## src/rtl/spi_flash_pkg.sv

```systemverilog
package spi_flash_pkg;

  typedef enum logic [2:0] {
    OP_READ      = 3'd0,
    OP_FREAD     = 3'd1,
    OP_PROG      = 3'd2,
    OP_ERASE_4K  = 3'd3,
    OP_ERASE_32K = 3'd4,
    OP_ERASE_64K = 3'd5,
    OP_ERASE_ALL = 3'd6,
    OP_STATUS    = 3'd7
  } flash_op_e;

  typedef enum logic [3:0] {
    S_IDLE,
    S_WREN,
    S_GAP,
    S_CMD,
    S_ADDR,
    S_DUMMY,
    S_DATA,
    S_POLL_CMD,
    S_POLL_RD,
    S_DONE
  } seq_state_e;

  localparam logic [7:0] CMD_WRITE_EN = 8'h06;
  localparam logic [7:0] CMD_STATUS   = 8'h05;

  // Command byte sent on the bus for each request code
  function automatic logic [7:0] op_command(input flash_op_e op);
    case (op)
      OP_READ:      return 8'h03;
      OP_FREAD:     return 8'h0B;
      OP_PROG:      return 8'h02;
      OP_ERASE_4K:  return 8'h20;
      OP_ERASE_32K: return 8'h52;
      OP_ERASE_64K: return 8'hD8;
      OP_ERASE_ALL: return 8'hC7;
      default:      return CMD_STATUS;
    endcase
  endfunction

  function automatic logic op_modifies(input flash_op_e op);
    return (op == OP_PROG) || (op == OP_ERASE_4K) || (op == OP_ERASE_32K) ||
           (op == OP_ERASE_64K) || (op == OP_ERASE_ALL);
  endfunction

  function automatic logic op_returns_data(input flash_op_e op);
    return (op == OP_READ) || (op == OP_FREAD) || (op == OP_STATUS);
  endfunction

  function automatic logic op_sends_addr(input flash_op_e op);
    return (op != OP_ERASE_ALL) && (op != OP_STATUS);
  endfunction

endpackage

```

## src/rtl/spi_flash_shifter.sv

```systemverilog
module spi_flash_shifter #(
  parameter int DIV_HALF = 4
) (
  input  logic       clk,
  input  logic       rst_n,
  input  logic       start_i,
  input  logic [7:0] tx_i,
  input  logic       miso_i,
  output logic       sck_o,
  output logic       mosi_o,
  output logic       busy_o,
  output logic       done_o,
  output logic [7:0] rx_o
);

  localparam int CNT_W = $clog2(DIV_HALF) + 1;
  localparam logic [CNT_W-1:0] HALF_LAST = CNT_W'(DIV_HALF - 1);

  logic             active_q;
  logic             sck_q;
  logic [CNT_W-1:0] cnt_q;
  logic [2:0]       bit_q;
  logic [7:0]       tx_q;
  logic [7:0]       rx_q;
  logic             done_q;

  // Named internal events for the checks below
  logic half_tick;
  logic edge_rise;
  logic edge_fall;
  assign half_tick = active_q && (cnt_q == '0);
  assign edge_rise = half_tick && !sck_q;
  assign edge_fall = half_tick && sck_q;

  always_ff @(posedge clk or negedge rst_n) begin
    if (!rst_n) begin
      active_q <= 1'b0;
      sck_q    <= 1'b0;
      cnt_q    <= '0;
      bit_q    <= '0;
      tx_q     <= '0;
      rx_q     <= '0;
      done_q   <= 1'b0;
    end else begin
      done_q <= 1'b0;
      if (!active_q) begin
        if (start_i) begin
          active_q <= 1'b1;
          tx_q     <= tx_i;
          cnt_q    <= HALF_LAST;
          bit_q    <= '0;
        end
      end else if (!half_tick) begin
        cnt_q <= cnt_q - 1'b1;
      end else begin
        cnt_q <= HALF_LAST;
        if (edge_rise) begin
          sck_q <= 1'b1;
          rx_q  <= {rx_q[6:0], miso_i};
        end else begin
          sck_q <= 1'b0;
          if (bit_q == 3'd7) begin
            active_q <= 1'b0;
            done_q   <= 1'b1;
          end else begin
            bit_q <= bit_q + 1'b1;
            tx_q  <= {tx_q[6:0], 1'b0};
          end
        end
      end
    end
  end

  assign sck_o  = sck_q;
  assign mosi_o = tx_q[7];
  assign busy_o = active_q;
  assign done_o = done_q;
  assign rx_o   = rx_q;

  // data out is settled before the flash samples it
  p_mosi_hold_r2: assert property (@(posedge clk) disable iff (!rst_n)
    $rose(sck_o) |-> $stable(mosi_o));

  // a byte is never restarted while one is still shifting
  p_start_idle_r2: assert property (@(posedge clk) disable iff (!rst_n)
    start_i |-> !active_q);

endmodule

```

## src/rtl/spi_flash_seq.sv

```systemverilog
module spi_flash_seq
  import spi_flash_pkg::*;
#(
  parameter  int ADDR_BYTES = 3,
  parameter  int PAGE_BYTES = 256,
  parameter  int GAP_CYC    = 8,
  localparam int ADDR_W     = 8 * ADDR_BYTES,
  localparam int LEN_W      = $clog2(PAGE_BYTES) + 1
) (
  input  logic              clk,
  input  logic              rst_n,
  input  logic              req_valid,
  input  logic [2:0]        req_op,
  input  logic [ADDR_W-1:0] req_addr,
  input  logic [LEN_W-1:0]  req_len,
  output logic              req_ready,
  input  logic              wr_valid,
  input  logic [7:0]        wr_data,
  output logic              wr_ready,
  output logic              rd_valid,
  output logic [7:0]        rd_data,
  output logic              done,
  output logic              err,
  output logic              cs_n,
  output logic              eng_start,
  output logic [7:0]        eng_tx,
  input  logic              eng_done,
  input  logic [7:0]        eng_rx
);

  localparam int IDX_W  = (ADDR_BYTES > 1) ? $clog2(ADDR_BYTES) : 1;
  localparam int GCNT_W = $clog2(GAP_CYC + 1);
  localparam int OFF_W  = LEN_W - 1;
  localparam logic [IDX_W-1:0]  IDX_LAST = IDX_W'(ADDR_BYTES - 1);
  localparam logic [GCNT_W-1:0] GAP_LAST = GCNT_W'(GAP_CYC - 1);

  // Page-fit arithmetic: offset within page plus count must not pass the page end
  function automatic logic fits_page(input logic [ADDR_W-1:0] a, input logic [LEN_W-1:0] n);
    logic [LEN_W:0] span;
    span = (LEN_W+1)'(a[OFF_W-1:0]) + (LEN_W+1)'(n);
    return (n != '0) && (span <= (LEN_W+1)'(PAGE_BYTES));
  endfunction

  function automatic logic request_ok(input flash_op_e op, input logic [ADDR_W-1:0] a,
                                      input logic [LEN_W-1:0] n);
    case (op)
      OP_PROG:           return fits_page(a, n);
      OP_READ, OP_FREAD: return n != '0;
      default:           return 1'b1;
    endcase
  endfunction

  seq_state_e        state_q, after_gap_q;
  flash_op_e         op_q;
  logic [ADDR_W-1:0] addr_q;
  logic [LEN_W-1:0]  left_q;
  logic [IDX_W-1:0]  idx_q;
  logic [GCNT_W-1:0] gcnt_q;
  logic              pend_q;
  logic              err_q;
  logic              cs_q;
  logic              rdv_q;
  logic [7:0]        rdd_q;
  logic              wren_sent_q;

  flash_op_e req_op_e;
  assign req_op_e = flash_op_e'(req_op);

  // Named internal events
  logic byte_state;
  logic prog_data;
  logic data_gate;
  logic accept;
  logic poll_busy;
  assign byte_state = (state_q == S_WREN) || (state_q == S_CMD) || (state_q == S_ADDR) ||
                      (state_q == S_DUMMY) || (state_q == S_DATA) ||
                      (state_q == S_POLL_CMD) || (state_q == S_POLL_RD);
  assign prog_data  = (state_q == S_DATA) && (op_q == OP_PROG);
  assign data_gate  = !prog_data || wr_valid;
  assign accept     = (state_q == S_IDLE) && req_valid;
  assign poll_busy  = (state_q == S_POLL_RD) && eng_done && eng_rx[0];

  always_comb begin
    case (state_q)
      S_WREN:     eng_tx = CMD_WRITE_EN;
      S_CMD:      eng_tx = op_command(op_q);
      S_ADDR:     eng_tx = addr_q[8*(ADDR_BYTES-1-int'(idx_q)) +: 8];
      S_DATA:     eng_tx = prog_data ? wr_data : 8'h00;
      S_POLL_CMD: eng_tx = CMD_STATUS;
      default:    eng_tx = 8'h00;
    endcase
  end

  assign eng_start = byte_state && !pend_q && data_gate;
  assign wr_ready  = eng_start && prog_data;

  always_ff @(posedge clk or negedge rst_n) begin
    if (!rst_n) begin
      state_q     <= S_IDLE;
      after_gap_q <= S_IDLE;
      op_q        <= OP_READ;
      addr_q      <= '0;
      left_q      <= '0;
      idx_q       <= '0;
      gcnt_q      <= '0;
      pend_q      <= 1'b0;
      err_q       <= 1'b0;
      cs_q        <= 1'b1;
      rdv_q       <= 1'b0;
      rdd_q       <= '0;
      wren_sent_q <= 1'b0;
    end else begin
      rdv_q <= 1'b0;
      if (eng_start) pend_q <= 1'b1;
      if (eng_done)  pend_q <= 1'b0;

      case (state_q)
        S_IDLE: begin
          if (accept) begin
            op_q        <= req_op_e;
            addr_q      <= req_addr;
            left_q      <= (req_op_e == OP_STATUS) ? LEN_W'(1) : req_len;
            idx_q       <= '0;
            err_q       <= 1'b0;
            wren_sent_q <= 1'b0;
            if (!request_ok(req_op_e, req_addr, req_len)) begin
              err_q   <= 1'b1;
              state_q <= S_DONE;
            end else begin
              cs_q    <= 1'b0;
              state_q <= op_modifies(req_op_e) ? S_WREN : S_CMD;
            end
          end
        end

        S_WREN: if (eng_done) begin
          wren_sent_q <= 1'b1;
          cs_q        <= 1'b1;
          gcnt_q      <= GAP_LAST;
          after_gap_q <= S_CMD;
          state_q     <= S_GAP;
        end

        S_GAP: begin
          if (gcnt_q == '0) begin
            state_q <= after_gap_q;
            if (after_gap_q != S_DONE) cs_q <= 1'b0;
          end else begin
            gcnt_q <= gcnt_q - 1'b1;
          end
        end

        S_CMD: if (eng_done) begin
          if (op_q == OP_STATUS) begin
            state_q <= S_DATA;
          end else if (!op_sends_addr(op_q)) begin
            cs_q        <= 1'b1;
            gcnt_q      <= GAP_LAST;
            after_gap_q <= S_POLL_CMD;
            state_q     <= S_GAP;
          end else begin
            idx_q   <= '0;
            state_q <= S_ADDR;
          end
        end

        S_ADDR: if (eng_done) begin
          if (idx_q == IDX_LAST) begin
            if (op_q == OP_FREAD) begin
              state_q <= S_DUMMY;
            end else if (op_modifies(op_q) && (op_q != OP_PROG)) begin
              cs_q        <= 1'b1;
              gcnt_q      <= GAP_LAST;
              after_gap_q <= S_POLL_CMD;
              state_q     <= S_GAP;
            end else begin
              state_q <= S_DATA;
            end
          end else begin
            idx_q <= idx_q + 1'b1;
          end
        end

        S_DUMMY: if (eng_done) state_q <= S_DATA;

        S_DATA: if (eng_done) begin
          if (op_returns_data(op_q)) begin
            rdv_q <= 1'b1;
            rdd_q <= eng_rx;
          end
          if (left_q == LEN_W'(1)) begin
            cs_q        <= 1'b1;
            gcnt_q      <= GAP_LAST;
            after_gap_q <= (op_q == OP_PROG) ? S_POLL_CMD : S_DONE;
            state_q     <= S_GAP;
          end else begin
            left_q <= left_q - 1'b1;
          end
        end

        S_POLL_CMD: if (eng_done) state_q <= S_POLL_RD;

        S_POLL_RD: if (eng_done && !eng_rx[0]) begin
          cs_q        <= 1'b1;
          gcnt_q      <= GAP_LAST;
          after_gap_q <= S_DONE;
          state_q     <= S_GAP;
        end

        S_DONE: state_q <= S_IDLE;

        default: state_q <= S_IDLE;
      endcase
    end
  end

  assign req_ready = (state_q == S_IDLE);
  assign done      = (state_q == S_DONE);
  assign err       = done && err_q;
  assign cs_n      = cs_q;
  assign rd_valid  = rdv_q;
  assign rd_data   = rdd_q;

  // the modifying command never starts before write-enable went out
  p_wren_before_cmd_r5: assert property (@(posedge clk) disable iff (!rst_n)
    (state_q == S_CMD && eng_start && op_modifies(op_q)) |-> wren_sent_q);

  // bytes are shifted only inside a select period
  p_start_selected_r10: assert property (@(posedge clk) disable iff (!rst_n)
    eng_start |-> !cs_n);

  // returned-byte strobes appear only for requests that return data
  p_rd_only_reads_r3: assert property (@(posedge clk) disable iff (!rst_n)
    rd_valid |-> op_returns_data(op_q));

  // a busy status byte keeps polling inside the same select period
  p_poll_continues_r7: assert property (@(posedge clk) disable iff (!rst_n)
    poll_busy |=> (state_q == S_POLL_RD) && !cs_n);

  // a refused request never wrote the enable command
  p_reject_quiet_r9: assert property (@(posedge clk) disable iff (!rst_n)
    err |-> (cs_n && !wren_sent_q));

  // completion is a single-cycle pulse
  p_done_pulse_r11: assert property (@(posedge clk) disable iff (!rst_n)
    done |=> !done && req_ready);

endmodule

```

## src/rtl/spi_flash_host.sv

```systemverilog
module spi_flash_host #(
  parameter  int DIV_HALF   = 4,
  parameter  int ADDR_BYTES = 3,
  parameter  int PAGE_BYTES = 256,
  localparam int ADDR_W     = 8 * ADDR_BYTES,
  localparam int LEN_W      = $clog2(PAGE_BYTES) + 1
) (
  input  logic              clk,
  input  logic              rst_n,
  input  logic              req_valid,
  output logic              req_ready,
  input  logic [2:0]        req_op,
  input  logic [ADDR_W-1:0] req_addr,
  input  logic [LEN_W-1:0]  req_len,
  input  logic              wr_valid,
  output logic              wr_ready,
  input  logic [7:0]        wr_data,
  output logic              rd_valid,
  output logic [7:0]        rd_data,
  output logic              done,
  output logic              err,
  output logic              flash_sck,
  output logic              flash_cs_n,
  output logic              flash_mosi,
  input  logic              flash_miso
);

  localparam int GAP_CYC = 2 * DIV_HALF;

  logic       eng_start;
  logic [7:0] eng_tx;
  logic       eng_busy;
  logic       eng_done;
  logic [7:0] eng_rx;

  spi_flash_seq #(
    .ADDR_BYTES (ADDR_BYTES),
    .PAGE_BYTES (PAGE_BYTES),
    .GAP_CYC    (GAP_CYC)
  ) u_seq (
    .clk       (clk),
    .rst_n     (rst_n),
    .req_valid (req_valid),
    .req_op    (req_op),
    .req_addr  (req_addr),
    .req_len   (req_len),
    .req_ready (req_ready),
    .wr_valid  (wr_valid),
    .wr_data   (wr_data),
    .wr_ready  (wr_ready),
    .rd_valid  (rd_valid),
    .rd_data   (rd_data),
    .done      (done),
    .err       (err),
    .cs_n      (flash_cs_n),
    .eng_start (eng_start),
    .eng_tx    (eng_tx),
    .eng_done  (eng_done),
    .eng_rx    (eng_rx)
  );

  spi_flash_shifter #(
    .DIV_HALF (DIV_HALF)
  ) u_shift (
    .clk     (clk),
    .rst_n   (rst_n),
    .start_i (eng_start),
    .tx_i    (eng_tx),
    .miso_i  (flash_miso),
    .sck_o   (flash_sck),
    .mosi_o  (flash_mosi),
    .busy_o  (eng_busy),
    .done_o  (eng_done),
    .rx_o    (eng_rx)
  );

  // the clock never runs while the flash is deselected
  p_sck_low_deselected_r2: assert property (@(posedge clk) disable iff (!rst_n)
    flash_cs_n |-> !flash_sck);

  // select cannot rise while a byte is still shifting
  p_cs_rise_idle_r10: assert property (@(posedge clk) disable iff (!rst_n)
    $rose(flash_cs_n) |-> !eng_busy);

endmodule

```

## config.mk

```make
export PLATFORM = sky130hd
export DESIGN_NAME = spi_flash_host
export DESIGN_NICKNAME = d
export VERILOG_FILES = /design/src/rtl/spi_flash_pkg.sv /design/src/rtl/spi_flash_shifter.sv /design/src/rtl/spi_flash_seq.sv /design/src/rtl/spi_flash_host.sv
export SDC_FILE = /design/constraint.sdc
export NUM_CORES = 1
export LEC_CHECK = 0
export BUFFER_PORTS_ARGS = -buffer_cell sky130_fd_sc_hd__buf_4
export CORE_MARGIN = 2
export CORE_UTILIZATION = 45
export CTS_CLUSTER_DIAMETER = 50
export CTS_CLUSTER_SIZE = 40
export DETAILED_ROUTE_END_ITERATION = 10
export PLACE_DENSITY = 0.72
export REMOVE_ABC_BUFFERS = 1
export SETUP_SLACK_MARGIN = 0.5
export SYNTH_ARGS = -nofsm -noshare
export SYNTH_HDL_FRONTEND = slang
export SYNTH_SLANG_ARGS = --single-unit
```

## constraint.sdc

```tcl
create_clock -name clk -period 4.61 [get_ports clk]
set_clock_uncertainty 0.05 [all_clocks]
set_input_delay 0 -clock clk [delete_from_list [all_inputs] [get_ports clk]]
set_output_delay 0 -clock clk [all_outputs]
set_load 0.01 [all_outputs]
```

==> run_results.csv, run 1 <==
group,metric,value,unit
run_status,status,"finished clean",
floorplanning,die_h,110,microns
grt,gr-total-overflow,0,
grt,grt.total_usage,21.6,%
synthesis,ys_types,68,
grt,grt_util_met3,3.91,%
power,sw_frac_of_total,38.6,%
setup_path,criticalPathCategory,"flop to flop",
synthesis,yosysTopAreaCellShare,42.7,%
timing,worst_slack,1.28,ns
synthesis,yosys_warnings,0,
synthesis,ys_top_cells_by_area,"dfrtp_1 (43%), mux2_2 (10%), ha_1 (4.2%)",
routing,drcViolationCount,0,
routing,ant_nets,0,
clocking,cts_setup_buffers,0,
routing,drt_iter0_drc,258,
setup_path,r2r-start,"u_seq.state_q[2]",
final_layout,multi_input_area,2690,sq um
routing,vias_per_cell,5.64,
clocking,clock_path_buffers,2,
synthesis,synth_cells,512,
final_layout,n_antenna_cell,0,
final_layout,ff_latch_area,2180,sq um
power,seq_power_share,40.9,%
place,hpwl,8.50,mm
power,p_int,0.00215,W
setup_path,arrival,3.53,ns
setup_path,critPathBufInv,0,
synthesis,synth-seq-cells,87,
grt,grt_first_pass_wirelength,20.2,mm
power,cellPowerDensity,559,nW/um^2
synthesis,yosys.area.top_type,"dfrtp_1",
setup_path,path_delay_family,"simple AND/OR/NAND/NOR gates",
routing,wl_per_cell,16.4,microns
synthesis,syn-cell-area,5040,sq um
grt,met2_usage,37.1,%
grt,grt_max_degree,88,
timing,setup_viol,0,
grt,grt_pass1_vias,4163,
final_layout,n_fill_cell,927,
min_path,hp-start,"wr_data[6]",
clocking,numCtsBuffers,9,
setup_path,crit_path_end_kind,"flop",
power,p_comb_share,40.5,%
timing,period_minus_slack,3.33,ns
synthesis,seq_area_frac_synth,43.2,%
min_path,hold_path_class,"input pin to flop",
synthesis,avgSynthCellArea,9.85,sq um
setup_path,cp_data_required_time,4.81,ns
place,gp_congestion,0.886,
timing,clock.fmax,300,MHz
place,port_buffers,64,
final_layout,final_common_cell,"dfrtp_1",
routing,totalWireLength,12.3,mm
final_layout,nets,670,
clocking,cts_max_level,3,
timing,final-hold-violation-count,0,
timing,finalCritPeriodShare,72.2,%
clocking,clkTransAtPathRegs,0.09,ns
timing,worst_pin_slew,1.15,ns
setup_path,cpMaxStageDelayCell,"dfrtp_1",
clocking,cts_root_buffer,"clkbuf_8",
floorplanning,dieArea,12100,sq um
synthesis,async_flop_share,100,%
setup_path,worstPathMaxFanout,29,
floorplanning,initial_core_util,46.3,%
synthesis,synth_edf_count,0,
setup_path,slowest_delay,0.86,ns
power,vdd_ir_drop_max,0.000267,V
final_layout,syn_to_final_growth,24.1,%
grt,grt_antenna_before_repair,0,
routing,drt-pass1-iter-count,5,
min_path,whs_path_depth,5,
setup_path,critPathLaunchType,"flop",
floorplanning,pin_count,65,
power,leakagePower,2.83,nW
clocking,clock_latency,0.36,ns
setup_path,cp.depth,5,
synthesis,synthFlopType,"dfrtp_1",
timing,fin_tns_setup,0,ns
setup_path,r2r_cells,5,
setup_path,cp-startpoint,"u_seq.state_q[2]",
timing,drv_slew,0,
power,clockPowerShare,18.7,%
timing,slew_headroom,23.3,%
timing,rsz0062_at_grt,"false",
routing,vias,4222,
final_layout,drive_gt1_share,23.7,%
grt,grt_busiest_layer,"met2",
floorplanning,coreArea,10900,sq um
power,p_sw,0.00135,W
floorplanning,placementRows,38,
setup_path,crit_path_cell_trace,"nand4bb_1 -> or3_1 -> o21ai_0 -> o32ai_2 -> mux2_2",
place,dp_slack,1.36,ns
run,cap_violations,0,
clocking,cts_tree,"done",
floorplanning,die_w,110,microns
clocking,cts_num_sinks,87,
final_layout,final_cell_mix,"dfrtp_1 (86), buf_4 (66), mux2_2 (47)",
grt,met1_usage,27.6,%
## sequential cells by signal, summed over array words and instances (netlist names)
name	cells
u_shift.tx_q	8
u_seq.pend_q	1
u_seq.left_q	9
u_seq.op_q	3
u_seq.gcnt_q	4
u_shift.cnt_q	3
u_shift.busy_o	1
u_seq.rd_data	8
u_shift.done_o	1
u_seq.idx_q	2
u_seq.after_gap_q	4
u_shift.rx_o	8
u_seq.err_q	1
u_shift.bit_q	3
u_seq.addr_q	24
u_seq.state_q	4
u_shift.sck_o	1
u_seq.rd_valid	1
u_seq.cs_n	1
## stage by stage
stage | hold WS [ns] | utilization (%) | instances | area (sq um) | power [W]
after CTS | 0.00635 | 57.5 | 748 | 6260 | 0.00350
after detailed placement | 0.187 | 51.6 | 692 | 5610 | 0.00281
after global placement | 0.184 | 51.6 | 692 | 5610 | 0.00275
after global routing | 0.0161 | 57.5 | 748 | 6260 | 0.00377
after floorplan | -0.346 | - | 486 | 4940 | 0.00238
final | 0.0152 | 57.5 | 748 | 6260 | 0.00350
## routing by layer
layer | part of all wire [%] | vias up
li1 | - | 2049
met1 | 44 | 2043
met2 | 51 | 112
met3 | 3.8 | 18
met4 | 1.7 | 0
met5 | 0 | -
## synthesized netlist by cell type, types with 6 or more instances
cell / count
a21oi_1: 42
buf_2: 8
clkbuf_1: 17
dfrtp_1: 86
ha_1: 17
inv_1: 19
mux2_2: 47
mux2i_1: 12
nand2_1: 36
nand2b_1: 10
nand3_1: 9
nor2_1: 40
nor3_1: 18
nor4_1: 6
o21ai_0: 37
xor2_1: 7
## cell families after synthesis
kind of cell	Yosys count	synth area share (%)
DFF	87	43.2
and+or+nand+nor	157	16.6
buffers and inverters	45	3.55
AOI/OAI and AO/OA	136	17.4
muxes	59	12.9
xor gates and xnor gates	10	1.74
adders and majority gates	18	4.61
## power by group through the flow
stage | Combinational [W] | Clock, W | Sequential [W]
after CTS | 0.00141 | 0.000670 | 0.00142
after global placement | 0.00134 | 0 | 0.00141
final | 0.00142 | 0.000653 | 0.00143
after detailed placement | 0.00138 | 0 | 0.00143
after global routing | 0.00158 | 0.000713 | 0.00148
after floorplan | 0.00104 | 0 | 0.00134
## layout make-up
type | count | share of cell area [%]
multi-input cells | 380 | 43.0
flip-flops and latches | 87 | 34.8
repair buffers | 106 | 14.3
well taps | 140 | 2.80
clock buffers | 11 | 2.26
clock inverters | 5 | 1.66
inverters | 19 | 1.14
## worst register-to-register path: cells and delay by family, from the launching register on
family	cells	cell delay, ns
multiplexers	1	0.39
flip-flops	1	0.86
AND/OR/NAND/NOR	2	1.31
AO/OA/AOI/OAI	2	0.61
## worst paths after layout
check	slack, ns	to
worst max-delay path	1.28	u_shift.bit_q[0]
worst min-delay path	0.02	u_shift.tx_q[6]
worst max register to register	1.28	u_shift.bit_q[0]
worst min register to register	0.46	u_shift.cnt_q[0]
max in group asynchronous	3.48	u_seq.err_q
min in group asynchronous	0.34	u_shift.tx_q[5]
## repair_timing
action,4_1_cts,5_1_grt
hold buffers,40,0
resized for setup,0,0
endpoints found under the hold margin,125,0
No activity file was read; power rests on OpenSTA's default activity.
==> run 2, diff against run 1 <==
PLACE_DENSITY = 0.74   (was 0.72)
clock period = 2.7 ns   (was 4.61 ns; I/O delays follow)
==> run_results.csv, run 2 (synthesized netlist as in run 1, its figures left out) <==
group,metric,value,unit
timing,fin_tns_setup,0,ns
clocking,cts_max_level,3,
grt,grt_max_degree,88,
grt,grt_pass1_vias,4614,
timing,final-hold-violation-count,0,
final_layout,n_fill_cell,877,
clocking,cts_tree,"done",
place,dp_slack,0.111,ns
setup_path,cp_data_required_time,2.95,ns
final_layout,multi_input_area,2810,sq um
routing,ant_nets,0,
final_layout,final_cell_mix,"buf_4 (106), dfrtp_1 (79), mux2_2 (46)",
place,hpwl,8.85,mm
grt,gr-total-overflow,0,
setup_path,critPathLaunchType,"flop",
timing,drv_slew,0,
routing,drt-pass1-iter-count,5,
grt,grt_first_pass_wirelength,21.8,mm
power,power,0.00655,W
timing,worst_pin_slew,1.10,ns
setup_path,crit_path_end_kind,"flop",
floorplanning,die_w,110,microns
place,port_buffers,64,
min_path,hold_path_class,"input pin to flop",
clocking,clkTransAtPathRegs,0.09,ns
power,vdd_ir_drop_max,0.000506,V
final_layout,reg.largest.list,"u_seq.addr_q: 24 flops, u_seq.left_q: 9 flops",
timing,finalCritPeriodShare,89.1,%
final_layout,largest_reg_flops,24,
timing,clock.fmax,416,MHz
routing,totalWireLength,13.1,mm
floorplanning,dieArea,12100,sq um
timing,slew_headroom,26.9,%
final_layout,syn_to_final_growth,32.9,%
timing,period_minus_slack,2.40,ns
run,cap_violations,0,
floorplanning,initial_core_util,46.3,%
run_status,status,"finished clean",
final_layout,nets,713,
power,cellPowerDensity,977,nW/um^2
routing,drcViolationCount,0,
grt,grt.total_usage,23.0,%
grt,grt_antenna_before_repair,0,
timing,holdWs,0.0195,ns
routing,drt_iter0_drc,268,
routing,wl_per_cell,16.6,microns
clocking,numCtsBuffers,9,
setup_path,criticalPathCategory,"flop to flop",
power,leakagePower,3.04,nW
floorplanning,pin_count,65,
routing,vias,4530,
setup_path,arrival,2.65,ns
place,gp_congestion,0.906,
clocking,cts_num_sinks,87,
setup_path,rrSetupSlack,0.30,ns
final_layout,ff_latch_area,2190,sq um
floorplanning,coreArea,10900,sq um
final_layout,drive_gt1_share,32.4,%
routing,vias_per_cell,5.73,
floorplanning,die_h,110,microns
final_layout,regMostFlops,"u_seq.addr_q",
timing,worst_slack,0.295,ns
setup_path,worstPathMaxFanout,3,
clocking,clock_path_buffers,2,
final_layout,n_antenna_cell,0,
clocking,cts_root_buffer,"clkbuf_8",
clocking,clock_latency,0.36,ns
final_layout,final_common_cell,"buf_4",
timing,rsz0062_at_grt,"true",
timing,setup_viol,0,
floorplanning,placementRows,38,
==> run 2: changes by cell type in the layout (fill, tap and decap cells not counted), moves of 2 or more <==
cell / before / now
ha_2: 0 / 2
dfrtp_2: 0 / 7
nor3b_1: 4 / 2
or3_4: 0 / 2
buf_4: 66 / 106
o21ai_0: 37 / 35
dfrtp_1: 86 / 79
or3_1: 5 / 3
ha_1: 17 / 14
buf_6: 0 / 2
==> run 2: final timing paths <==
kind,from,endpoint,cells past startpoint
max reg2reg,u_seq.idx_q[0],u_seq.cs_n,8
min in group asynchronous,rst_n,u_shift.cnt_q[1],2
min reg2reg,u_seq.gcnt_q[0],u_seq.gcnt_q[0],1
max,u_seq.idx_q[0],u_seq.cs_n,8
max in group asynchronous,rst_n,u_seq.left_q[7],2
min,wr_data[2],u_shift.tx_q[2],4
==> run 2: what timing repair did <==
item                                    in CTS  in global routing
hold buffers                                40                  0
cloned                                       2                  1
setup buffers                               12                  9
pin swaps                                    6                  3
endpoints found under the hold margin      125                  0
resized for setup                           24                 15
endpoints found under the setup margin      36                 36
==> run 2: per-layer routing <==
layer | vias to the layer above | global-route usage, % | part of all wire (%)
met4 | 0 | 9.86 | 2.9
met3 | 36 | 3.79 | 4.6
met1 | 2196 | 29.0 | 44
li1 | 2145 | - | -
met2 | 153 | 38.9 | 49
met5 | - | 0 | 0
==> run 2: metrics by stage <==
step | util [%] | instances | instance area (sq um)
CTS | 60.3 | 781 | 6560
finish | 61.5 | 791 | 6700
floorplan | - | 486 | 4940
global placement | 52.9 | 711 | 5760
global route | 61.5 | 791 | 6700
detailed placement | 52.9 | 711 | 5760
==> run 2: layout make-up <==
class / instances / area share, %
Multi-Input combinational cell: 380 / 41.9
Clock buffer: 12 / 2.32
Clock inverter: 4 / 1.14
Timing Repair Buffer: 149 / 18.4
Sequential cell: 87 / 32.6
Inverter: 19 / 1.06
Tap cell: 140 / 2.61
==> run 2: worst max-delay path, stage by stage, from the launching register on <==
cell       delay (ns)
dfrtp_1          0.40
inv_2            0.06
ha_2             0.18
o21ai_0          0.08
o2bb2ai_1        0.16
a211o_1          0.25
or3_4            0.34
or4_4            0.51
a221o_1          0.30
==> run 2: where the power goes <==
group | internal, W | total (W) | leakage [nW] | switching, W
clock | 0.000576 | 0.00106 | 0.113 | 0.000482
combinational | 0.00160 | 0.00323 | 1.88 | 0.00163
sequential | 0.00184 | 0.00225 | 1.05 | 0.000413
